<file path="config.mk">
export PLATFORM = sky130hd
export DESIGN_NAME = dir_home_ctrl
export DESIGN_NICKNAME = d
export VERILOG_FILES = /design/src/rtl/dir_home_pkg.sv /design/src/rtl/dir_entry_store.sv /design/src/rtl/dir_msg_emitter.sv /design/src/rtl/dir_ack_tracker.sv /design/src/rtl/dir_home_ctrl.sv
export SDC_FILE = /design/constraint.sdc
export NUM_CORES = 1
export LEC_CHECK = 0
export BUFFER_PORTS_ARGS = -buffer_cell sky130_fd_sc_hd__buf_2
export CORE_MARGIN = 10
export CORE_UTILIZATION = 60
export DETAILED_ROUTE_END_ITERATION = 8
export PLACE_DENSITY = 0.76
export SKIP_LAST_GASP = 1
export SLEW_MARGIN = 25
export SYNTH_ARGS = -nofsm -noshare
export SYNTH_HDL_FRONTEND = slang
export SYNTH_SLANG_ARGS = --single-unit
</file>
<file path="constraint.sdc">
create_clock -name clk -period 5 [get_ports clk]
set_clock_uncertainty 0.05 [all_clocks]
set_input_delay 1 -clock clk [delete_from_list [all_inputs] [get_ports clk]]
set_output_delay 1 -clock clk [all_outputs]
set_load 0.005 [all_outputs]
</file>
<file path="src/rtl/dir_home_pkg.sv">
`timescale 1ns/1ps
package dir_home_pkg;
   typedef enum logic [1:0] {
      DS_UNC = 2'd0,
      DS_SHR = 2'd1,
      DS_EXC = 2'd2
   } dstate_e;

   typedef enum logic [2:0] {
      MK_DATA   = 3'd0,
      MK_GRANT  = 3'd1,
      MK_INV    = 3'd2,
      MK_FWD_RD = 3'd3,
      MK_FWD_WR = 3'd4,
      MK_RETRY  = 3'd5
   } mkind_e;

   typedef enum logic [1:0] {
      PK_RD_FWD = 2'd0,
      PK_WR_FWD = 2'd1,
      PK_WR_INV = 2'd2
   } pkind_e;
endpackage

</file>
<file path="src/rtl/dir_entry_store.sv">
`timescale 1ns/1ps
module dir_entry_store import dir_home_pkg::*; #(
   parameter int NODES = 4,
   parameter int LINES = 16,
   localparam int NW = $clog2(NODES),
   localparam int LW = $clog2(LINES)
) (
   input  logic             clk,
   input  logic             rst_n,
   input  logic [LW-1:0]    rd_line,
   output dstate_e          rd_state,
   output logic [NODES-1:0] rd_vec,
   output logic [NW-1:0]    rd_owner,
   input  logic             wr_en,
   input  logic [LW-1:0]    wr_line,
   input  dstate_e          wr_state,
   input  logic [NODES-1:0] wr_vec,
   input  logic [NW-1:0]    wr_owner
);
   dstate_e          st_all  [LINES];
   logic [NODES-1:0] vec_all [LINES];
   logic [NW-1:0]    own_all [LINES];

   for (genvar i = 0; i < LINES; i++) begin : g_line
      dstate_e          st_q;
      logic [NODES-1:0] vec_q;
      logic [NW-1:0]    own_q;
      always_ff @(posedge clk or negedge rst_n) begin
         if (!rst_n) begin
            st_q  <= DS_UNC;
            vec_q <= '0;
            own_q <= '0;
         end else if (wr_en && wr_line == LW'(i)) begin
            st_q  <= wr_state;
            vec_q <= wr_vec;
            own_q <= wr_owner;
         end
      end
      assign st_all[i]  = st_q;
      assign vec_all[i] = vec_q;
      assign own_all[i] = own_q;
   end

   assign rd_state = st_all[rd_line];
   assign rd_vec   = vec_all[rd_line];
   assign rd_owner = own_all[rd_line];
endmodule

</file>
<file path="src/rtl/dir_msg_emitter.sv">
`timescale 1ns/1ps
module dir_msg_emitter import dir_home_pkg::*; #(
   parameter int NODES = 4,
   parameter int LINES = 16,
   parameter bit ASCENDING = 1'b1,
   localparam int NW = $clog2(NODES),
   localparam int LW = $clog2(LINES)
) (
   input  logic             clk,
   input  logic             rst_n,
   input  logic             load,
   input  logic [NODES-1:0] ld_mask,
   input  mkind_e           ld_kind,
   input  logic [LW-1:0]    ld_line,
   input  logic [NW-1:0]    ld_req,
   output logic             idle,
   output logic             msg_valid,
   input  logic             msg_ready,
   output logic [NW-1:0]    msg_dst,
   output mkind_e           msg_kind,
   output logic [LW-1:0]    msg_line,
   output logic [NW-1:0]    msg_req
);
   logic [NODES-1:0] mask_q;
   mkind_e           kind_q;
   logic [LW-1:0]    line_q;
   logic [NW-1:0]    req_q;
   logic [NW-1:0]    pick;

   if (ASCENDING) begin : g_low_first
      always_comb begin
         pick = '0;
         for (int i = NODES - 1; i >= 0; i--)
            if (mask_q[i]) pick = NW'(i);
      end
   end else begin : g_high_first
      always_comb begin
         pick = '0;
         for (int i = 0; i < NODES; i++)
            if (mask_q[i]) pick = NW'(i);
      end
   end

   always_ff @(posedge clk or negedge rst_n) begin
      if (!rst_n) begin
         mask_q <= '0;
         kind_q <= MK_DATA;
         line_q <= '0;
         req_q  <= '0;
      end else if (load) begin
         mask_q <= ld_mask;
         kind_q <= ld_kind;
         line_q <= ld_line;
         req_q  <= ld_req;
      end else if (msg_valid && msg_ready) begin
         mask_q[pick] <= 1'b0;
      end
   end

   assign idle      = (mask_q == '0);
   assign msg_valid = !idle;
   assign msg_dst   = pick;
   assign msg_kind  = kind_q;
   assign msg_line  = line_q;
   assign msg_req   = req_q;
endmodule

</file>
<file path="src/rtl/dir_ack_tracker.sv">
`timescale 1ns/1ps
module dir_ack_tracker import dir_home_pkg::*; #(
   parameter int NODES = 4,
   parameter int LINES = 16,
   localparam int NW = $clog2(NODES),
   localparam int LW = $clog2(LINES)
) (
   input  logic             clk,
   input  logic             rst_n,
   input  logic             start,
   input  logic [LW-1:0]    st_line,
   input  logic [NW-1:0]    st_req,
   input  logic [NW-1:0]    st_owner,
   input  pkind_e           st_kind,
   input  logic [NODES-1:0] st_wait,
   input  logic             st_had,
   input  logic             ack_valid,
   input  logic [NW-1:0]    ack_src,
   input  logic [LW-1:0]    ack_line,
   input  logic             finish,
   output logic             busy,
   output logic [LW-1:0]    p_line,
   output logic [NW-1:0]    p_req,
   output logic [NW-1:0]    p_owner,
   output pkind_e           p_kind,
   output logic             p_had,
   output logic [NODES-1:0] p_wait,
   output logic             done
);
   always_ff @(posedge clk or negedge rst_n) begin
      if (!rst_n) begin
         busy    <= 1'b0;
         p_line  <= '0;
         p_req   <= '0;
         p_owner <= '0;
         p_kind  <= PK_WR_INV;
         p_had   <= 1'b0;
         p_wait  <= '0;
      end else if (start) begin
         busy    <= 1'b1;
         p_line  <= st_line;
         p_req   <= st_req;
         p_owner <= st_owner;
         p_kind  <= st_kind;
         p_had   <= st_had;
         p_wait  <= st_wait;
      end else if (finish) begin
         busy    <= 1'b0;
      end else if (busy && ack_valid && ack_line == p_line) begin
         p_wait[ack_src] <= 1'b0;
      end
   end

   assign done = busy && (p_wait == '0);
endmodule

</file>
<file path="src/rtl/dir_home_ctrl.sv">
`timescale 1ns/1ps
module dir_home_ctrl import dir_home_pkg::*; #(
   parameter int NODES = 4,
   parameter int LINES = 16,
   localparam int NW = $clog2(NODES),
   localparam int LW = $clog2(LINES)
) (
   input  logic          clk,
   input  logic          rst_n,
   input  logic          req_valid,
   output logic          req_ready,
   input  logic [NW-1:0] req_src,
   input  logic [LW-1:0] req_line,
   input  logic          req_wr,
   input  logic          ack_valid,
   input  logic [NW-1:0] ack_src,
   input  logic [LW-1:0] ack_line,
   output logic          msg_valid,
   input  logic          msg_ready,
   output logic [NW-1:0] msg_dst,
   output logic [2:0]    msg_kind,
   output logic [LW-1:0] msg_line,
   output logic [NW-1:0] msg_req
);
   if (NODES < 2 || (1 << NW) != NODES) begin : g_bad_nodes
      $error("dir_home_ctrl: NODES must be a power of two of at least 2");
   end
   if (LINES < 2 || (1 << LW) != LINES) begin : g_bad_lines
      $error("dir_home_ctrl: LINES must be a power of two of at least 2");
   end

   function automatic logic [NODES-1:0] node_bit(input logic [NW-1:0] n);
      node_bit    = '0;
      node_bit[n] = 1'b1;
   endfunction

   // directory entry storage
   dstate_e          rd_state;
   logic [NODES-1:0] rd_vec;
   logic [NW-1:0]    rd_owner;
   logic             wr_en;
   logic [LW-1:0]    wr_line;
   dstate_e          wr_state;
   logic [NODES-1:0] wr_vec;
   logic [NW-1:0]    wr_owner;

   // outbound message emitter
   logic             em_load;
   logic [NODES-1:0] em_mask;
   mkind_e           em_kind;
   logic [NW-1:0]    em_req;
   logic [LW-1:0]    em_line;
   logic             em_idle;
   mkind_e           out_kind;

   // pending transaction slot
   logic             trk_start;
   pkind_e           trk_st_kind;
   logic [NODES-1:0] trk_st_wait;
   logic [NW-1:0]    trk_st_owner;
   logic             trk_finish;
   logic             trk_busy;
   logic [LW-1:0]    trk_line;
   logic [NW-1:0]    trk_req;
   logic [NW-1:0]    trk_owner;
   pkind_e           trk_kind;
   logic             trk_had;
   logic [NODES-1:0] trk_wait;
   logic             trk_done;

   logic             accept;
   logic             line_busy;
   logic [NODES-1:0] others;
   logic [NODES-1:0] req_bit;

   dir_entry_store #(.NODES(NODES), .LINES(LINES)) u_store (
      .clk(clk), .rst_n(rst_n),
      .rd_line(req_line), .rd_state(rd_state), .rd_vec(rd_vec), .rd_owner(rd_owner),
      .wr_en(wr_en), .wr_line(wr_line), .wr_state(wr_state),
      .wr_vec(wr_vec), .wr_owner(wr_owner)
   );

   dir_msg_emitter #(.NODES(NODES), .LINES(LINES), .ASCENDING(1'b1)) u_emit (
      .clk(clk), .rst_n(rst_n),
      .load(em_load), .ld_mask(em_mask), .ld_kind(em_kind),
      .ld_line(em_line), .ld_req(em_req), .idle(em_idle),
      .msg_valid(msg_valid), .msg_ready(msg_ready), .msg_dst(msg_dst),
      .msg_kind(out_kind), .msg_line(msg_line), .msg_req(msg_req)
   );

   dir_ack_tracker #(.NODES(NODES), .LINES(LINES)) u_track (
      .clk(clk), .rst_n(rst_n),
      .start(trk_start), .st_line(req_line), .st_req(req_src),
      .st_owner(trk_st_owner), .st_kind(trk_st_kind), .st_wait(trk_st_wait),
      .st_had(rd_vec[req_src]),
      .ack_valid(ack_valid), .ack_src(ack_src), .ack_line(ack_line),
      .finish(trk_finish), .busy(trk_busy), .p_line(trk_line), .p_req(trk_req),
      .p_owner(trk_owner), .p_kind(trk_kind), .p_had(trk_had),
      .p_wait(trk_wait), .done(trk_done)
   );

   assign msg_kind   = out_kind;
   assign req_ready  = em_idle && !trk_done;
   assign accept     = req_valid && req_ready;
   assign trk_finish = trk_done && em_idle;
   assign line_busy  = trk_busy && (trk_line == req_line);
   assign req_bit    = node_bit(req_src);
   assign others     = rd_vec & ~req_bit;

   always_comb begin
      wr_en        = 1'b0;
      wr_line      = req_line;
      wr_state     = rd_state;
      wr_vec       = rd_vec;
      wr_owner     = rd_owner;
      em_load      = 1'b0;
      em_mask      = req_bit;
      em_kind      = MK_DATA;
      em_line      = req_line;
      em_req       = req_src;
      trk_start    = 1'b0;
      trk_st_kind  = PK_WR_INV;
      trk_st_wait  = '0;
      trk_st_owner = rd_owner;

      if (trk_finish) begin
         // close the waiting transaction
         wr_en    = 1'b1;
         wr_line  = trk_line;
         wr_owner = trk_req;
         em_line  = trk_line;
         em_req   = trk_req;
         em_mask  = node_bit(trk_req);
         case (trk_kind)
            PK_RD_FWD: begin
               wr_state = DS_SHR;
               wr_vec   = node_bit(trk_owner) | node_bit(trk_req);
               wr_owner = trk_owner;
            end
            PK_WR_FWD: begin
               wr_state = DS_EXC;
               wr_vec   = node_bit(trk_req);
            end
            default: begin
               wr_state = DS_EXC;
               wr_vec   = node_bit(trk_req);
               em_load  = 1'b1;
               em_kind  = trk_had ? MK_GRANT : MK_DATA;
            end
         endcase
      end else if (accept) begin
         em_load = 1'b1;
         if (line_busy) begin
            em_kind = MK_RETRY;
         end else begin
            case (rd_state)
               DS_SHR: begin
                  if (!req_wr) begin
                     em_kind = MK_DATA;
                     wr_en   = 1'b1;
                     wr_vec  = rd_vec | req_bit;
                  end else if (others == '0) begin
                     em_kind  = MK_GRANT;
                     wr_en    = 1'b1;
                     wr_state = DS_EXC;
                     wr_vec   = req_bit;
                     wr_owner = req_src;
                  end else if (trk_busy) begin
                     em_kind = MK_RETRY;
                  end else begin
                     em_kind     = MK_INV;
                     em_mask     = others;
                     trk_start   = 1'b1;
                     trk_st_kind = PK_WR_INV;
                     trk_st_wait = others;
                  end
               end
               DS_EXC: begin
                  if (rd_owner == req_src) begin
                     em_kind = req_wr ? MK_GRANT : MK_DATA;
                  end else if (trk_busy) begin
                     em_kind = MK_RETRY;
                  end else begin
                     em_kind      = req_wr ? MK_FWD_WR : MK_FWD_RD;
                     em_mask      = node_bit(rd_owner);
                     trk_start    = 1'b1;
                     trk_st_kind  = req_wr ? PK_WR_FWD : PK_RD_FWD;
                     trk_st_wait  = node_bit(rd_owner);
                     trk_st_owner = rd_owner;
                  end
               end
               default: begin
                  em_kind  = MK_DATA;
                  wr_en    = 1'b1;
                  wr_state = req_wr ? DS_EXC : DS_SHR;
                  wr_vec   = req_bit;
                  wr_owner = req_src;
               end
            endcase
         end
      end
   end
endmodule

</file>
After elaboration in Yosys (flattened, before gate mapping)
Index checks and enable logic that the tools add are counted.
W data, S select, Z words.
{ "word_totals": {"input_bits": 18, "rom_bits": 0, "output_inout_bits": 13, "n_memories": 0, "ram_bits": 0, "reg_bits": 157, "latch_bits": 0} }
{ "op_classes": {"div": 0, "shift": 0, "muxes": 113, "add_sub_neg": 0, "mul": 0, "n_reduce_logical": 42, "eq_ne": 22, "bitwise": 9, "n_lt_le_gt_ge": 13} }
{ "ops": {"columns": ["cell", "count"], "rows": [
  ["$mux W4", 30],
  ["$mux W2", 28],
  ["$eq A4 B4 Y1 const B", 8],
  ["$logic_and A1 B1 Y1", 30],
  ["$mux W1", 28],
  ["$mux W3", 9],
  ["$pmux W4 S2", 3],
  ["$lt A2 B3 Y1 const B", 6],
  ["$bmux W2 S4", 2],
  ["$bmux W4 S4", 1],
  ["$eq A4 B3 Y1 const B", 4],
  ["$logic_not A4 Y1", 4],
  ["$and A4 B4 Y4", 3],
  ["$demux W1 S2", 6],
  ["$ge A2 B1 Y1 const B", 6],
  ["$not A4 Y4", 3],
  ["$eq A4 B2 Y1 const B", 2],
  ["$eq A4 B4 Y1", 2],
  ["$or A4 B4 Y4", 2],
  ["$pmux W2 S2", 2],
  ["$pmux W3 S2", 1],
  ["$reduce_bool A2 Y1", 3],
  ["$ge A5 B5 Y1 const B", 1],
  ["$not A4 Y5", 1],
  ["other kinds (11)", 14]
]} }

Depth between registers and ports, before layout
{ "depth": {"word_depth": 15, "depth_mapped": 15, "mapped_depth_nobuf": 10} }

Modules after synthesis
A second synthesis with hierarchy kept.
{ "unflattened": {"hier_cells": 642, "hier_area_um2": 8316.7} }
{ "modules_own_cells": {"columns": ["module", "seq_area_each_um2", "n_inst", "area_each_um2", "cells_each"], "rows": [
  ["dir_entry_store", 3203.1, 1, 5859.4, 364],
  ["dir_home_ctrl", 0.0, 1, 1137.3, 184],
  ["dir_ack_tracker", 401.6, 1, 733.2, 50],
  ["dir_msg_emitter", 325.3, 1, 586.8, 44]
]} }

Least setup slack after synthesis
OpenSTA, ideal clock, no wires.
{ "synth_timing": {"path_type": "input -> register", "startpoint": "input req_line[0]", "endpoint": "register u_store.g_line[10].own_q[0]", "setup_time_ns": 0.125, "path_slack_ns": 0.519, "cell_stages": 12, "t_required_ns": 4.825, "n_path_buf": 3, "t_arrival_ns": 4.306, "path_cell_list": "buf_2 > buf_2 > mux4_2 > mux4_2 > inv_1 > ha_1 > clkbuf_1 > inv_1 > o21ai_0 > a2111oi_4 > o21ai_2 > mux2_2"} }
{ "synth_between": {"elab_chain_len": 13} }
{ "synth_rtl": {"columns": ["element", "line_no", "rtl"], "rows": [
  ["start, declared", "dir_home_ctrl.sv:13", "input logic [LW-1:0] req_line,"],
  ["$not A4 Y5 (not written as such)", "dir_entry_store.sv:44, dir_entry_store.sv:45, dir_entry_store.sv:46", null],
  ["$bmux W4 S4", "dir_entry_store.sv:45", "assign rd_vec = vec_all[rd_line];"],
  ["$mux W4 (not written as such) (2 in series)", "dir_entry_store.sv:45", null],
  ["$and A4 B4 Y4", "dir_home_ctrl.sv:108", "assign others = rd_vec & ~req_bit;"],
  ["$logic_not A4 Y1", "dir_home_ctrl.sv:162", "end else if (others == '0) begin"],
  ["$mux W1", "dir_home_ctrl.sv:162", null],
  ["$mux W1", "dir_home_ctrl.sv:158", "if (!req_wr) begin"],
  ["$pmux W1 S2", "dir_home_ctrl.sv:156", "case (rd_state)"],
  ["$mux W1", "dir_home_ctrl.sv:153", "if (line_busy) begin"],
  ["$mux W1", "dir_home_ctrl.sv:151", "end else if (accept) begin"],
  ["$mux W1", "dir_home_ctrl.sv:126", "if (trk_finish) begin"],
  ["$logic_and A1 B1 Y1", "dir_entry_store.sv:33", "end else if (wr_en && wr_line == LW'(i)) begin"],
  ["end signal, assigned", "dir_entry_store.sv:36", "own_q <= wr_owner;"],
  ["end, declared", "dir_entry_store.sv:27", "logic [NW-1:0] own_q;"]
]} }
Parallel ways exist; a longest one is shown, timed or not. The select of a mux whose other input is x is not followed.
A chain may end at the register's enable or synchronous reset.

Worst setup path in the final report
{ "layout_timing": {"startpoint": "input req_line[0]", "endpoint": "register u_store.g_line[11].own_q[0]"} }
{ "layout_between": {"elab_chain_len": 13} }
{ "layout_rtl": {"columns": ["element", "line_no"], "rows": [
  ["$not A4 Y5 (not written as such)", "dir_entry_store.sv:44, dir_entry_store.sv:45, dir_entry_store.sv:46"],
  ["$bmux W4 S4", "dir_entry_store.sv:45"],
  ["$mux W4 (not written as such) (2 in series)", "dir_entry_store.sv:45"],
  ["$and A4 B4 Y4", "dir_home_ctrl.sv:108"],
  ["$logic_not A4 Y1", "dir_home_ctrl.sv:162"],
  ["$mux W1", "dir_home_ctrl.sv:162"],
  ["$mux W1", "dir_home_ctrl.sv:158"],
  ["$pmux W1 S2", "dir_home_ctrl.sv:156"],
  ["$mux W1", "dir_home_ctrl.sv:153"],
  ["$mux W1", "dir_home_ctrl.sv:151"],
  ["$mux W1", "dir_home_ctrl.sv:126"],
  ["$logic_and A1 B1 Y1", "dir_entry_store.sv:33"],
  ["end signal, assigned", "dir_entry_store.sv:36"],
  ["end, declared", "dir_entry_store.sv:27"]
]} }
Parallel ways exist; a longest one is shown, timed or not. The select of a mux whose other input is x is not followed.

==> results.md <==
Pwr
• 0.00225 W — Switching Power
• 594 nW/µm² — power density over the cells
• 0.000379 V — VDD IR-drop max
• 0.414 — Logic pwr share
• 0.00348 W — internal power
• 4.33 nW — Leak
• 0.220 — Clock Power Share
• 0.393 — net switching share of the total power
• 0.366 — sequential cell fraction of total power

Synth
• sky130_fd_sc_hd__dfrtp_1 — Most used DFF post-synth
• sky130_fd_sc_hd__dfrtp_1 46%, sky130_fd_sc_hd__mux2_2 18%, sky130_fd_sc_hd__mux4_2 7.4%, sky130_fd_sc_hd__mux2i_1 2.4%, sky130_fd_sc_hd__nand2_1 2.2% — cell types with the largest area share after synthesis
• 711 — synthesized instance count
• sky130_fd_sc_hd__dfrtp_1 — library cell with the largest summed area after synthesis
• 0.0743 — area fraction in and, or, nand and nor cells after synthesis
• 1.00 — Synth async-reset ratio
• 0.0103 — parity-gate share of the synthesized area counting xor and xnor cells
• multiplexers — largest family of logic cells by synthesized area
• 0 — number of warnings issued by yosys
• 0.458 — top cell type's share of synthesized area
• 0.00441 — arithmetic-cell share of the synthesized area counting full adders, half adders and majority gates
• 8520 µm² — cell area after technology mapping
• 0.280 — proportion of synthesized area in mux cells
• 732 — Net Count, Synth
• 0.461 — proportion of synthesized chip area in sequential cells
• 12.0 µm² — synthesized area per cell
• 157 — Yosys reg bits
• 0.138 — synthesized-area fraction occupied by ao, oa, aoi and oai cells
• 67 — count of different cell masters after synthesis
• 0 — number of enable flip-flop cells after synthesis

Detailed routing
• 6.64 — average via count per standard cell
• 23400 µm — total detailed-routing wirelength
• 600 — DRC violation total after the first TritonRoute iteration
• 24.5 µm — mean routed wirelength per cell
• 5 — DRT Pass-1 Iters
• 0 — number of nets with antenna violations after detailed routing
• 6330 — via count
• 0 — number of DRC violations after detailed routing

Layout
• 1039 — Fill cells
• 0 — total inserted antenna cells
• 0.386 — share of final-layout standard cells stronger than drive strength 1
• 782 — Final Net Count
• 156 x sky130_fd_sc_hd__dfrtp_1, 134 x sky130_fd_sc_hd__mux2_2, 49 x sky130_fd_sc_hd__nand2_1 — most used cells in the layout excluding fill and tap cells
• sky130_fd_sc_hd__dfrtp_1 — most frequent standard cell in the layout excluding fill and tap cells
• 9640 µm² — post-route cell area
• 13.1% — relative area change from synthesis to final layout

Die
• 43 — count of standard-cell rows
• 19400 µm² — area enclosed by the die boundary
• 139 µm — chip height
• 0.614 — starting density of the core
• 13900 µm² — core footprint
• 31 — number of placed I/O pins
• 139 µm — horizontal die dimension

Placement
• 16800 µm — placed wire-length estimate after detailed placement
• 30 — buffers added on ports
• 9050 µm² — area of placed instances
• 1.01 — weighted congestion reported at the end of routability-driven placement

Worst setup path
• req_line[0] — startpoint of the most critical setup path
• in2reg — worst setup path category
• u_track.busy — start of the worst register-to-register path
• multiplexers — Worst path top cell family by delay
• 5.31 ns — required time of the worst setup path
• flop — capturing element type of the critical path
• 0.56 ns — Max stage delay on crit path
• buf_2, mux4_2, mux4_2, inv_1, ha_1, inv_1, nor2_1, nand3_1, o311ai_0, o22a_1, mux2_2 — cell chain of the critical path
• sky130_fd_sc_hd__o22a_1 — Crit-path slowest cell
• 3 — crit path buf inv count
• 4.60 ns — arrival time of data at the critical path endpoint
• 16 — largest fanout of any net on the critical path
• input port — startpoint kind of the worst setup timing path

Clocking
• 0 — post_cts resized
• built — CTS tree
• 4 — CTS H-Tree Depth
• 157 — clock sink total
• 0.07 ns — clock-pin transition on the worst setup and hold timing paths
• 2 — Clock Tree Buf Depth
• 0.43 ns — Clk Latency, worst-skew pair
• 17 — Num CTS Buffers
• sky130_fd_sc_hd__clkbuf_16 — clock root buffer
• 0 — setup repair bufs after CTS
• 0 — count of hold buffers inserted by post-cts repair

STA
• 0.375 — worst slew margin relative to its limit
• 4.28 ns — shortest period the worst path allows
• 0.443 ns — final worst hold slack
• 0 — final slew viol count
• 0 — total setup violations reported at the end of the flow
• 0.857 — share of the clock period used by the worst path after layout
• 233 MHz — achievable frequency
• 0.938 ns — Worst Max-Slew Pin Slew
• 0 ns — sum of negative setup slack
• false — RSZ-0062 raised after global routing
• 0 — final number of hold-violating endpoints

Global routing
• 38100 µm — wire length of the first global-routing pass
• 108 — largest net degree at the start of global routing
• 1 — antenna violations before repair
• 0.248 — global-route total usage across every layer
• 6561 — number of global-route vias before repair
• 0 — residual overflow from global routing

Outcome
• finished clean — status

Flow run
• 0 — max-cap violation count

Min path
• u_emit.msg_kind[1] — startpoint of the worst hold path
• reg2reg — Hold Crit Class

[cells in the mapped netlist (4+ instances only)]
cell type                    n
sky130_fd_sc_hd__a211oi_1    4
sky130_fd_sc_hd__a21oi_1    24
sky130_fd_sc_hd__a21oi_2     4
sky130_fd_sc_hd__a21oi_4     5
sky130_fd_sc_hd__a22oi_1     9
sky130_fd_sc_hd__a31oi_1    12
sky130_fd_sc_hd__a32oi_1     6
sky130_fd_sc_hd__buf_2      13
sky130_fd_sc_hd__clkbuf_1   25
sky130_fd_sc_hd__dfrtp_1   156
sky130_fd_sc_hd__inv_1      16
sky130_fd_sc_hd__mux2_2    134
sky130_fd_sc_hd__mux2i_1    20
sky130_fd_sc_hd__mux4_2     28
sky130_fd_sc_hd__nand2_1    49
sky130_fd_sc_hd__nand3_1    13
sky130_fd_sc_hd__nand4_1     5
sky130_fd_sc_hd__nor2_1     39
sky130_fd_sc_hd__nor3_1      4
sky130_fd_sc_hd__o21ai_0    32
sky130_fd_sc_hd__o21ai_2     9
sky130_fd_sc_hd__o311ai_0    9
sky130_fd_sc_hd__or3_1       4
sky130_fd_sc_hd__xnor2_1     7
[power groups by stage]
stage	registers [W]	logic [W]	clock network [W]
floorplan	0.00195	0.00167	0
global placement	0.00206	0.00225	0
detailed placement	0.00210	0.00233	0
CTS	0.00208	0.00235	0.00127
global route	0.00215	0.00258	0.00132
finish	0.00209	0.00237	0.00126
[routing by layer]
layer,wire length (µm),track usage,vias to the layer above
met1,9890,0.324,3246
met4,484,0.0912,2
met5,11,0,-
li1,-,-,2782
met3,1590,0.0497,41
met2,11400,0.399,259
[kinds of logic (layout without fill, tap and decap cells)]
| family | count (synthesis) | after routing |
|---|---|---|
| AO/OA/AOI/OAI | 156 | 156 |
| buffers and inverters | 61 | 124 |
| flip-flops | 157 | 157 |
| adder cells (fa/ha/maj) | 3 | 3 |
| XOR/XNOR | 10 | 10 |
| multiplexers | 186 | 186 |
| AND/OR/NAND/NOR | 138 | 138 |
[path summary, 6_finish.rpt]
| path | to | slack, ns | depth (start not counted) |
|---|---|---|---|
| max in group asynchronous | u_store.g_line[12].vec_q[2] | 3.32 | 2 |
| setup / recovery | u_store.g_line[11].own_q[0] | 0.72 | 11 |
| hold reg to reg | u_emit.msg_kind[1] | 0.44 | 2 |
| min in group asynchronous | u_store.g_line[1].own_q[1] | 0.64 | 1 |
| hold / removal | u_emit.msg_kind[1] | 0.44 | 2 |
| setup reg to reg | u_store.g_line[15].own_q[0] | 1.04 | 6 |
[per-stage QoR]
step	utilization	power [W]	setup slack, ns	instances
2_1_floorplan	-	0.00362	0.519	711
3_3_place_gp	0.652	0.00430	0.341	922
3_5_place_dp	0.652	0.00443	0.182	922
4_1_cts	0.694	0.00569	0.619	954
5_1_grt	0.694	0.00605	0.420	954
6_report	0.694	0.00572	0.717	954
[cell type report]
class / instances / area, µm² / area share
clock buffers: 18 / 439 / 0.0456
clock inverters: 14 / 138 / 0.0143
inverters: 17 / 63.8 / 0.00662
multi-input cells: 493 / 4330 / 0.450
flip-flops and latches: 157 / 3930 / 0.408
well taps: 180 / 225 / 0.0234
repair buffers: 75 / 507 / 0.0526
[sequential cells by signal (all words and copies together), names as in the netlist, 3 cells and up]
name,count
u_track.p_line,4
u_emit.msg_line,4
u_track.p_wait,4
u_store.g_line.own_q,32
u_store.g_line.st_q,32
u_store.g_line.vec_q,64
u_emit.msg_kind,3
u_emit.mask_q,4
[worst register-to-register path, delay by kind of cell (launching register included)]
kind            cells  cell delay [ns]
simple gates        2             1.39
mux                 2             0.78
flops               1             0.61
compound gates      2             1.03
No activity file was read; power rests on OpenSTA's default activity.
